--- config.mk ---
export PLATFORM = sky130hd
export DESIGN_NAME = wdt_top
export DESIGN_NICKNAME = d
export VERILOG_FILES = /design/src/rtl/wdt_pkg.sv /design/src/rtl/wdt_guard.sv /design/src/rtl/wdt_count.sv /design/src/rtl/wdt_top.sv
export SDC_FILE = /design/constraint.sdc
export NUM_CORES = 1
export LEC_CHECK = 0
export BUFFER_PORTS_ARGS = -buffer_cell sky130_fd_sc_hd__buf_2
export CAP_MARGIN = 40
export CORE_MARGIN = 5
export CORE_UTILIZATION = 50
export CTS_BUF_LIST = sky130_fd_sc_hd__clkbuf_16
export DETAILED_ROUTE_END_ITERATION = 10
export PLACE_DENSITY = 0.67
export SYNTH_ARGS = -nofsm -noshare
export SYNTH_HDL_FRONTEND = slang
export SYNTH_HIERARCHICAL = 1
export SYNTH_SLANG_ARGS = --single-unit
export TNS_END_PERCENT = 20
--- constraint.sdc ---
create_clock -name clk -period 3.1 [get_ports clk]
set_input_delay 0.93 -clock clk [delete_from_list [all_inputs] [get_ports clk]]
set_output_delay 0.93 -clock clk [all_outputs]
set_load 0.03 [all_outputs]
--- src/rtl/wdt_pkg.sv ---
package wdt_pkg;
    localparam int HALF_W = 16;
    localparam int ADDR_W = 4;

    localparam logic [ADDR_W-1:0] A_TMO_HI = 4'd0;
    localparam logic [ADDR_W-1:0] A_TMO_LO = 4'd1;
    localparam logic [ADDR_W-1:0] A_PRE_HI = 4'd2;
    localparam logic [ADDR_W-1:0] A_PRE_LO = 4'd3;
    localparam logic [ADDR_W-1:0] A_CTRL   = 4'd4;
    localparam logic [ADDR_W-1:0] A_CLR    = 4'd5;
    localparam logic [ADDR_W-1:0] A_STAT   = 4'd6;
    localparam logic [ADDR_W-1:0] A_CNT_LO = 4'd7;
    localparam logic [ADDR_W-1:0] A_CNT_HI = 4'd8;
    localparam logic [ADDR_W-1:0] A_GUARD  = 4'd9;

    typedef struct packed {
        logic rst_en;
        logic irq_en;
        logic en;
    } ctrl_t;
endpackage

--- src/rtl/wdt_guard.sv ---
module wdt_guard #(
    parameter int          DW  = 16,
    parameter logic [15:0] KEY = 16'hE551
) (
    input  logic          clk,
    input  logic          rst_n,
    input  logic          guard_wr,
    input  logic [DW-1:0] wdata,
    output logic          open_o
);
    typedef struct packed {
        logic open;
    } guard_t;

    guard_t st_d, st_q;

    always_comb begin
        st_d = st_q;
        if (guard_wr) begin
            st_d.open = (wdata == DW'(KEY));
        end
    end

    always_ff @(posedge clk or negedge rst_n) begin
        if (!rst_n) st_q <= '0;
        else        st_q <= st_d;
    end

    assign open_o = st_q.open;
endmodule

--- src/rtl/wdt_count.sv ---
module wdt_count #(
    parameter int CNT_W      = 32,
    parameter int BUSY_TICKS = 2
) (
    input  logic             clk,
    input  logic             rst_n,
    input  logic             tick,
    input  logic             commit,
    input  logic [CNT_W-1:0] load_val,
    input  logic [CNT_W-1:0] pre_val,
    input  logic             en,
    input  logic             rst_en,
    input  logic             clr,
    output logic [CNT_W-1:0] cnt_o,
    output logic             busy_o,
    output logic             raw_o,
    output logic             rst_req_o
);
    localparam int BW = $clog2(BUSY_TICKS + 1);

    typedef struct packed {
        logic [CNT_W-1:0] cnt;
        logic             pend;
        logic [BW-1:0]    busy_left;
        logic             raw;
        logic             rst;
    } cnt_t;

    cnt_t st_d, st_q;

    always_comb begin
        st_d     = st_q;
        st_d.rst = 1'b0;
        if (clr) begin
            st_d.raw = 1'b0;
        end
        if (commit) begin
            st_d.pend = 1'b1;
        end
        if (tick) begin
            if (st_q.pend) begin
                st_d.cnt       = load_val;
                st_d.pend      = commit;
                st_d.busy_left = BW'(BUSY_TICKS);
            end else begin
                if (st_q.busy_left != '0) begin
                    st_d.busy_left = st_q.busy_left - 1'b1;
                end
                if (en && st_q.cnt != '0) begin
                    st_d.cnt = st_q.cnt - 1'b1;
                    if (st_d.cnt == pre_val) st_d.raw = 1'b1;
                    if (st_d.cnt == '0 && rst_en) st_d.rst = 1'b1;
                end
            end
        end
    end

    always_ff @(posedge clk or negedge rst_n) begin
        if (!rst_n) st_q <= '0;
        else        st_q <= st_d;
    end

    assign cnt_o     = st_q.cnt;
    assign busy_o    = st_q.pend | (st_q.busy_left != '0);
    assign raw_o     = st_q.raw;
    assign rst_req_o = st_q.rst;
endmodule

--- src/rtl/wdt_top.sv ---
module wdt_top
    import wdt_pkg::*;
#(
    parameter int          HW         = HALF_W,
    parameter logic [15:0] KEY        = 16'hE551,
    parameter int          BUSY_TICKS = 2
) (
    input  logic              clk,
    input  logic              rst_n,
    input  logic              rtc_tick,
    input  logic              bus_sel,
    input  logic              bus_wr,
    input  logic [ADDR_W-1:0] bus_addr,
    input  logic [HW-1:0]     bus_wdata,
    output logic [HW-1:0]     bus_rdata,
    output logic              irq_o,
    output logic              rst_req_o
);
    localparam int CNT_W = 2 * HW;

    typedef struct packed {
        logic [HW-1:0] tmo_hi;
        logic [HW-1:0] tmo_lo;
        logic [HW-1:0] pre_hi;
        logic [HW-1:0] pre_lo;
        ctrl_t         ctrl;
    } regs_t;

    regs_t            regs_d, regs_q;
    logic             unlocked;
    logic             wr_any, wr_ok, commit, clr;
    logic [CNT_W-1:0] cnt;
    logic             busy, raw;
    logic             ctrl_en, ctrl_ie, ctrl_re;

    assign wr_any = bus_sel & bus_wr;
    assign wr_ok  = wr_any & unlocked;
    assign commit = wr_ok & (bus_addr == A_TMO_LO);
    assign clr    = wr_ok & (bus_addr == A_CLR) & bus_wdata[0];

    wdt_guard #(.DW(HW), .KEY(KEY)) u_guard (
        .clk      (clk),
        .rst_n    (rst_n),
        .guard_wr (wr_any & (bus_addr == A_GUARD)),
        .wdata    (bus_wdata),
        .open_o   (unlocked)
    );

    always_comb begin
        regs_d = regs_q;
        if (wr_ok) begin
            case (bus_addr)
                A_TMO_HI: regs_d.tmo_hi = bus_wdata;
                A_TMO_LO: regs_d.tmo_lo = bus_wdata;
                A_PRE_HI: regs_d.pre_hi = bus_wdata;
                A_PRE_LO: regs_d.pre_lo = bus_wdata;
                A_CTRL:   regs_d.ctrl   = ctrl_t'(bus_wdata[2:0]);
                default:  ;
            endcase
        end
    end

    always_ff @(posedge clk or negedge rst_n) begin
        if (!rst_n) regs_q <= '0;
        else        regs_q <= regs_d;
    end

    assign ctrl_en = regs_q.ctrl.en;
    assign ctrl_ie = regs_q.ctrl.irq_en;
    assign ctrl_re = regs_q.ctrl.rst_en;

    wdt_count #(.CNT_W(CNT_W), .BUSY_TICKS(BUSY_TICKS)) u_count (
        .clk       (clk),
        .rst_n     (rst_n),
        .tick      (rtc_tick),
        .commit    (commit),
        .load_val  ({regs_d.tmo_hi, regs_d.tmo_lo}),
        .pre_val   ({regs_q.pre_hi, regs_q.pre_lo}),
        .en        (ctrl_en),
        .rst_en    (ctrl_re),
        .clr       (clr),
        .cnt_o     (cnt),
        .busy_o    (busy),
        .raw_o     (raw),
        .rst_req_o (rst_req_o)
    );

    always_comb begin
        bus_rdata = '0;
        case (bus_addr)
            A_TMO_HI: bus_rdata = regs_q.tmo_hi;
            A_TMO_LO: bus_rdata = regs_q.tmo_lo;
            A_PRE_HI: bus_rdata = regs_q.pre_hi;
            A_PRE_LO: bus_rdata = regs_q.pre_lo;
            A_CTRL:   bus_rdata = HW'(regs_q.ctrl);
            A_STAT:   bus_rdata = HW'({busy, raw});
            A_CNT_LO: bus_rdata = cnt[HW-1:0];
            A_CNT_HI: bus_rdata = cnt[CNT_W-1:HW];
            A_GUARD:  bus_rdata = HW'(unlocked);
            default:  bus_rdata = '0;
        endcase
    end

    assign irq_o = raw & ctrl_ie;
endmodule

==> out/qor.yml, run 1 <==
synthesis:
  yosysTopAreaCell: "dfrtp_1"
  netlist_area_um2: 7460
  synth_cell_types: 80
  synth_flop_cell: "dfrtp_1"
  synth_edf_count: 0
  synth_commonest_cells: "dfrtp_1 (105), mux2_2 (71), o21ai_0 (59)"
  synth.most_common_cell: "dfrtp_1"
  avgSynthCellArea_um2: 9.48
  ys_warn_count: 6
  synth_cells: 787
  async_flop_share: 1.00
  synth_fp_nets: 815
  synth-seq-cells: 105
  netlist.area_leader.share: 0.352
  synth.area.top_cells: "dfrtp_1 (35%), mux2_2 (11%), a22oi_1 (4.6%), xnor2_1 (4.0%), o21ai_0 (4.0%)"
  ys_seq_area_frac: 0.352
pwr:
  power_frac_clock: 0.185
  internal_power_mw: 3.34
  p_total_mw: 5.85
  ir_worst_vdd_mv: 0.295
  powerDensity_nw_per_um2: 692
  p_leak_nw: 3.58
  comb_power_share: 0.458
  swShare: 0.429
  p_switching_mw: 2.51
  seqPwrFrac: 0.357
route:
  first_pass_iters: 7
  drc: 0
  drt-total-wl_um: 27200
  antenna_left: 0
  routed_via_density: 6.74
  drt_iter0_markers: 836
  wl_per_cell_um: 26.7
  via_count: 6870
critical_path:
  cp.arrival_ns: 2.14
  critPathCaptureType: "output pin"
  critPathMaxFanout: 10
  r2r_slack_ns: 0.07
  worstSetupPathType: "in2out"
  crit_required_ns: 2.17
  startpoint_type: "input port"
clocking:
  cts_tree: "built"
  clkTransAtPathRegs_ns: 0.07
  clock_latency_ns: 0.36
  clock-root-buffer: "clkbuf_16"
  clock_path_buffers: 2
  numClockSinks: 105
  cts_buffers: 9
  h-tree-depth: 3
  post-cts-setup-buffers: 0
status:
  status: "complete, no violations"
floorplan:
  core_area_um2: 14600
  io_pins: 43
  dieWidth_um: 132
  die_area_um2: 17500
  num_rows: 44
  die_y_um: 132
  start_util: 0.512
timing:
  drv_slew: 0
  maxSlewHeadroom: 0.594
  fmax_ghz: 0.326
  finalSetupViolations: 0
  fin_crit_ns: 3.07
  fin_skew_ns: 0.00877
  fin_ws_ns: 0.0288
  finalCritPeriodShare: 0.991
  hold_viol_final: 0
  tightest_slew_ns: 0.604
  grt_setup_unrepaired: "true"
min_path:
  hold_path_class: "in2async"
grt:
  track_usage: 0.303
  grt_pass1_wl_um: 41100
  first_global_vias: 6546
  grt_max_degree: 75
  antenna_found_initial: 0
  gr-total-overflow: 0
layout:
  final_util: 0.580
  syn_to_final_growth_pct: 13.3
  fin_nets: 858
  layout-drive-gt1-share: 0.305
  diodes: 0
  fillers: 1281
placed_design:
  dp_hpwl_um: 20100
  gp_congestion: 1.00
  numPortBuffers: 42
  dp_worst_setup_slack_ns: -0.0544
run:
  max-cap-violations: 0
## registers in the layout, indices dropped and copies added (netlist names)
signal             cells
regs_q                64
u_count/cnt_o         32
ctrl_en                1
u_count/raw_o          1
ctrl_ie                1
ctrl_re                1
u_count/rst_req_o      1
u_count/st_q           3
u_guard/open_o         1
## per-layer routing
metal	part of all wire	vias up	GRT usage	wire, um
met5	0	-	0	0
met4	0.035	0	0.115	958
met3	0.085	54	0.0477	2310
met2	0.45	404	0.456	12200
met1	0.43	3441	0.440	11800
li1	-	2971	-	-
## worst paths after layout
check | from | to | depth (start not counted)
setup / recovery | bus_addr[3] | bus_rdata[14] | 5
setup reg to reg | u_count/cnt_o[0] | u_count/raw_o | 9
hold reg to reg | regs_q[46] | regs_q[46] | 1
max in group asynchronous | rst_n | u_count/cnt_o[22] | 2
min in group clk | regs_q[46] | regs_q[46] | 1
hold / removal | rst_n | regs_q[42] | 1
## area by class of cell
cell class | count | area, um2 | area share
clock buffers | 9 | 225 | 0.0266
clock inverters | 7 | 40.0 | 0.00473
inverters | 19 | 71.3 | 0.00843
multi-input cells | 566 | 4230 | 0.500
flip-flops and latches | 105 | 2630 | 0.311
well taps | 184 | 230 | 0.0272
repair buffers | 129 | 1030 | 0.122
## per-stage QoR
stage               area (um2)  hold slack, ns  setup TNS, ns  std cells
global placement          8040           0.511         -0.141       1001
global route              8460           0.548        -0.0490       1019
detailed placement        8040           0.511         -0.236       1001
finish                    8460           0.505              0       1019
CTS                       8330           0.515       -0.00249       1017
floorplan                 7460           0.489        -0.0373        787
## placed cells by master, fill, tap and decap left out, types with 18 or more instances in the layout
master | Yosys | layout
nor4_1 | 20 | 18
a21oi_1 | 28 | 27
o21ai_0 | 59 | 58
mux2_2 | 71 | 71
nor2_1 | 40 | 40
inv_1 | 18 | 20
buf_2 | 6 | 28
xnor2_1 | 34 | 34
a22oi_1 | 46 | 45
buf_4 | 39 | 88
nand2_1 | 51 | 51
nor3_1 | 22 | 22
dfrtp_1 | 105 | 104
## power groups by stage
| stage | clock, mW | combinational [mW] | sequential, mW |
|---|---|---|---|
| after floorplan | 0 | 1.89 | 1.89 |
| after global placement | 0 | 2.52 | 2.08 |
| after detailed placement | 0 | 2.55 | 2.09 |
| after CTS | 1.09 | 2.57 | 2.07 |
| after global routing | 1.14 | 2.84 | 2.13 |
| final | 1.08 | 2.68 | 2.09 |
## cell families after synthesis
kind of cell,after synthesis,share of synthesized area
AND/OR/NAND/NOR,235,0.183
AO/OA/AOI/OAI,192,0.173
buffers and inverters,116,0.0882
flip-flops,105,0.352
multiplexers,86,0.136
XOR/XNOR,50,0.0624
adder cells (fa/ha/maj),3,0.00503
## worst max-delay path: stages
cell and delay (ns):
buf_4 0.17, mux2_2 0.36, a222oi_1 0.28, o21ai_1 0.18
buf_4 0.21
## timing repair
item / CTS / global route
endpoints found under the hold margin: 0 / 0
cloned: 0 / 2
pin swaps: 2 / 5
setup endpoints to repair: 13 / 16
resized for setup: 9 / 22
hold buffers: 0 / 0
Power figures use the tool's default switching activity.
==> run 2: changes to the inputs <==
--- a/config.mk
+++ b/config.mk
@@ -9,7 +9,7 @@
 export CAP_MARGIN = 40
 export CORE_MARGIN = 5
 export CORE_UTILIZATION = 50
-export CTS_BUF_LIST = sky130_fd_sc_hd__clkbuf_16
+export CTS_BUF_LIST = sky130_fd_sc_hd__clkbuf_4 sky130_fd_sc_hd__clkbuf_8
 export DETAILED_ROUTE_END_ITERATION = 10
 export PLACE_DENSITY = 0.67
 export SYNTH_ARGS = -nofsm -noshare
==> run 2 against run 1 <==
Net effect: sequential power hardly changed; via count hardly changed; global-route usage is 0.10 points lower; non-clock buffer count stayed put; clock skew is 0.0050 ns higher; total power is 4.2% lower; setup slack better by 0.010 ns; count of clock-buffer cells in the layout is 3 higher; combinational power hardly changed; wire length is 0.30% lower; utilization is 0.57 points lower; worst hold slack worse by 0.046 ns; critical path type unchanged; largest cell class unchanged.
==> out/qor.yml, run 2 (synthesis gave the netlist of run 1 again) <==
critical_path:
  cp_slowest_cell: "a22oi_1"
  critPathCaptureType: "output pin"
  cp.arrival_ns: 2.13
  worstSetupPathType: "in2out"
  r2r_slack_ns: 0.12
  slowest_delay_ns: 0.28
  crit_required_ns: 2.17
  path_cells: "buf_12 -> clkbuf_16 -> and4b_1 -> a22oi_1 -> o211ai_1 -> buf_2"
  critPathMaxFanout: 5
  startpoint_type: "input port"
layout:
  diodes: 0
  layout.cells.non_filler: 1019
  final_common_cell: "dfrtp_1"
  layout-drive-gt1-share: 0.309
  syn_to_final_growth_pct: 12.2
  top_register: "regs_q"
  stdcell_area_um2: 8370
  largest_reg_flops: 64
  fin_nets: 858
  final_cell_mix: "dfrtp_1 (104), buf_4 (88), mux2_2 (71), o21ai_0 (58), nand2_1 (51)"
  final_util: 0.574
route:
  drt-total-wl_um: 27200
  via_count: 6864
  drc: 0
  first_pass_iters: 5
  antenna_left: 0
  drt_iter0_markers: 810
  routed_via_density: 6.74
  wl_per_cell_um: 26.6
pwr:
  ir_worst_vdd_mv: 0.232
  seqPwrFrac: 0.373
  powerDensity_nw_per_um2: 669
  p_switching_mw: 2.47
  p_leak_nw: 3.54
  internal_power_mw: 3.13
  power_frac_clock: 0.150
  swShare: 0.441
  comb_power_share: 0.478
timing:
  maxSlewHeadroom: 0.606
  finalSetupViolations: 0
  fin_skew_ns: 0.0137
  fmax_ghz: 0.327
  fin_crit_ns: 3.06
  tightest_slew_ns: 0.591
  finalCritPeriodShare: 0.987
  hold_viol_final: 0
  grt_setup_unrepaired: "true"
  drv_slew: 0
placed_design:
  dpl.cell_count: 1001
  numPortBuffers: 42
  gp_congestion: 1.00
  place_area_um2: 8040
  dp_hpwl_um: 20100
clocking:
  cts_buffers: 9
  numClockSinks: 105
  cts_hold_buffers: 0
  clock_path_buffers: 2
  cts_tree: "built"
  post-cts-setup-buffers: 0
  h-tree-depth: 3
  clkTransAtPathRegs_ns: 0.10
  clock_latency_ns: 0.40
  clock-root-buffer: "clkbuf_8"
grt:
  gr-total-overflow: 0
  grt_max_degree: 75
  first_global_vias: 6586
  track_usage: 0.302
  grt_pass1_wl_um: 41000
  antenna_found_initial: 0
floorplan:
  die_y_um: 132
  die_area_um2: 17500
  dieWidth_um: 132
  io_pins: 43
  core_area_um2: 14600
  num_rows: 44
  start_util: 0.512
min_path:
  hold_path_class: "in2async"
status:
  status: "complete, no violations"
run:
  max-cap-violations: 0
-- run 2: cell count changes in the layout (fill, tap and decap cells not counted) --
cell       delta
inv_1         -2
clkbuf_16     -9
clkbuf_4      +2
clkbuf_8     +10
clkinv_1      -1
-- run 2: area by class of cell --
type / instances / area, um2
fillers: 1292 / 6210
well taps: 184 / 230
inverters: 19 / 71.3
clock inverters: 4 / 28.8
flip-flops and latches: 105 / 2630
multi-input cells: 566 / 4230
repair buffers: 129 / 1030
clock buffers: 12 / 153
-- run 2: per-stage QoR --
stage / setup WS, ns / hold slack [ns] / TNS (ns) / power [mW]
after floorplan: -0.0124 / 0.489 / -0.0373 / 3.79
after global placement: -0.0462 / 0.511 / -0.141 / 4.60
after detailed placement: -0.0544 / 0.511 / -0.236 / 4.63
after CTS: -0.00250 / 0.467 / -0.00250 / 5.49
after global routing: -0.0588 / 0.496 / -0.0831 / 5.87
final: 0.0393 / 0.458 / 0 / 5.60
-- run 2: worst max-delay path, delay by kind of cell --
kind                   cells  cell delay, ns
buffers and inverters      3            0.48
AOI/OAI and AO/OA          2            0.44
and+or+nand+nor            1            0.27
-- run 2: layer usage --
layer  global-route usage  vias up  wire, um
met5                    0        -         0
met2                0.453      392     12300
met3               0.0660       55      2420
met4                0.107        0       878
met1                0.431     3453     11600
li1                     -     2964         -
-- run 2: final timing paths --
| kind | startpoint | end | cells after the start |
|---|---|---|---|
| worst max-delay path | bus_addr[0] | bus_rdata[8] | 6 |
| min in group clk | regs_q[46] | regs_q[46] | 1 |
| worst min register to register | regs_q[46] | regs_q[46] | 1 |
| max in group asynchronous | rst_n | u_count/cnt_o[22] | 2 |
| worst min-delay path | rst_n | regs_q[42] | 1 |
| worst max register to register | u_count/cnt_o[0] | u_count/raw_o | 11 |
-- run 2: power by group through the flow --
stage | Clock, mW | Sequential, mW | Combinational, mW
after floorplan | 0 | 1.89 | 1.89
final | 0.839 | 2.09 | 2.68
after global placement | 0 | 2.08 | 2.52
after global routing | 0.904 | 2.12 | 2.84
after CTS | 0.854 | 2.07 | 2.57
after detailed placement | 0 | 2.09 | 2.55
-- run 2: repair_timing --
| item | in CTS | in global routing |
|---|---|---|
| resized for setup | 9 | 22 |
| pin swaps | 2 | 5 |
| gates cloned | 0 | 2 |
| setup endpoints to repair | 13 | 16 |
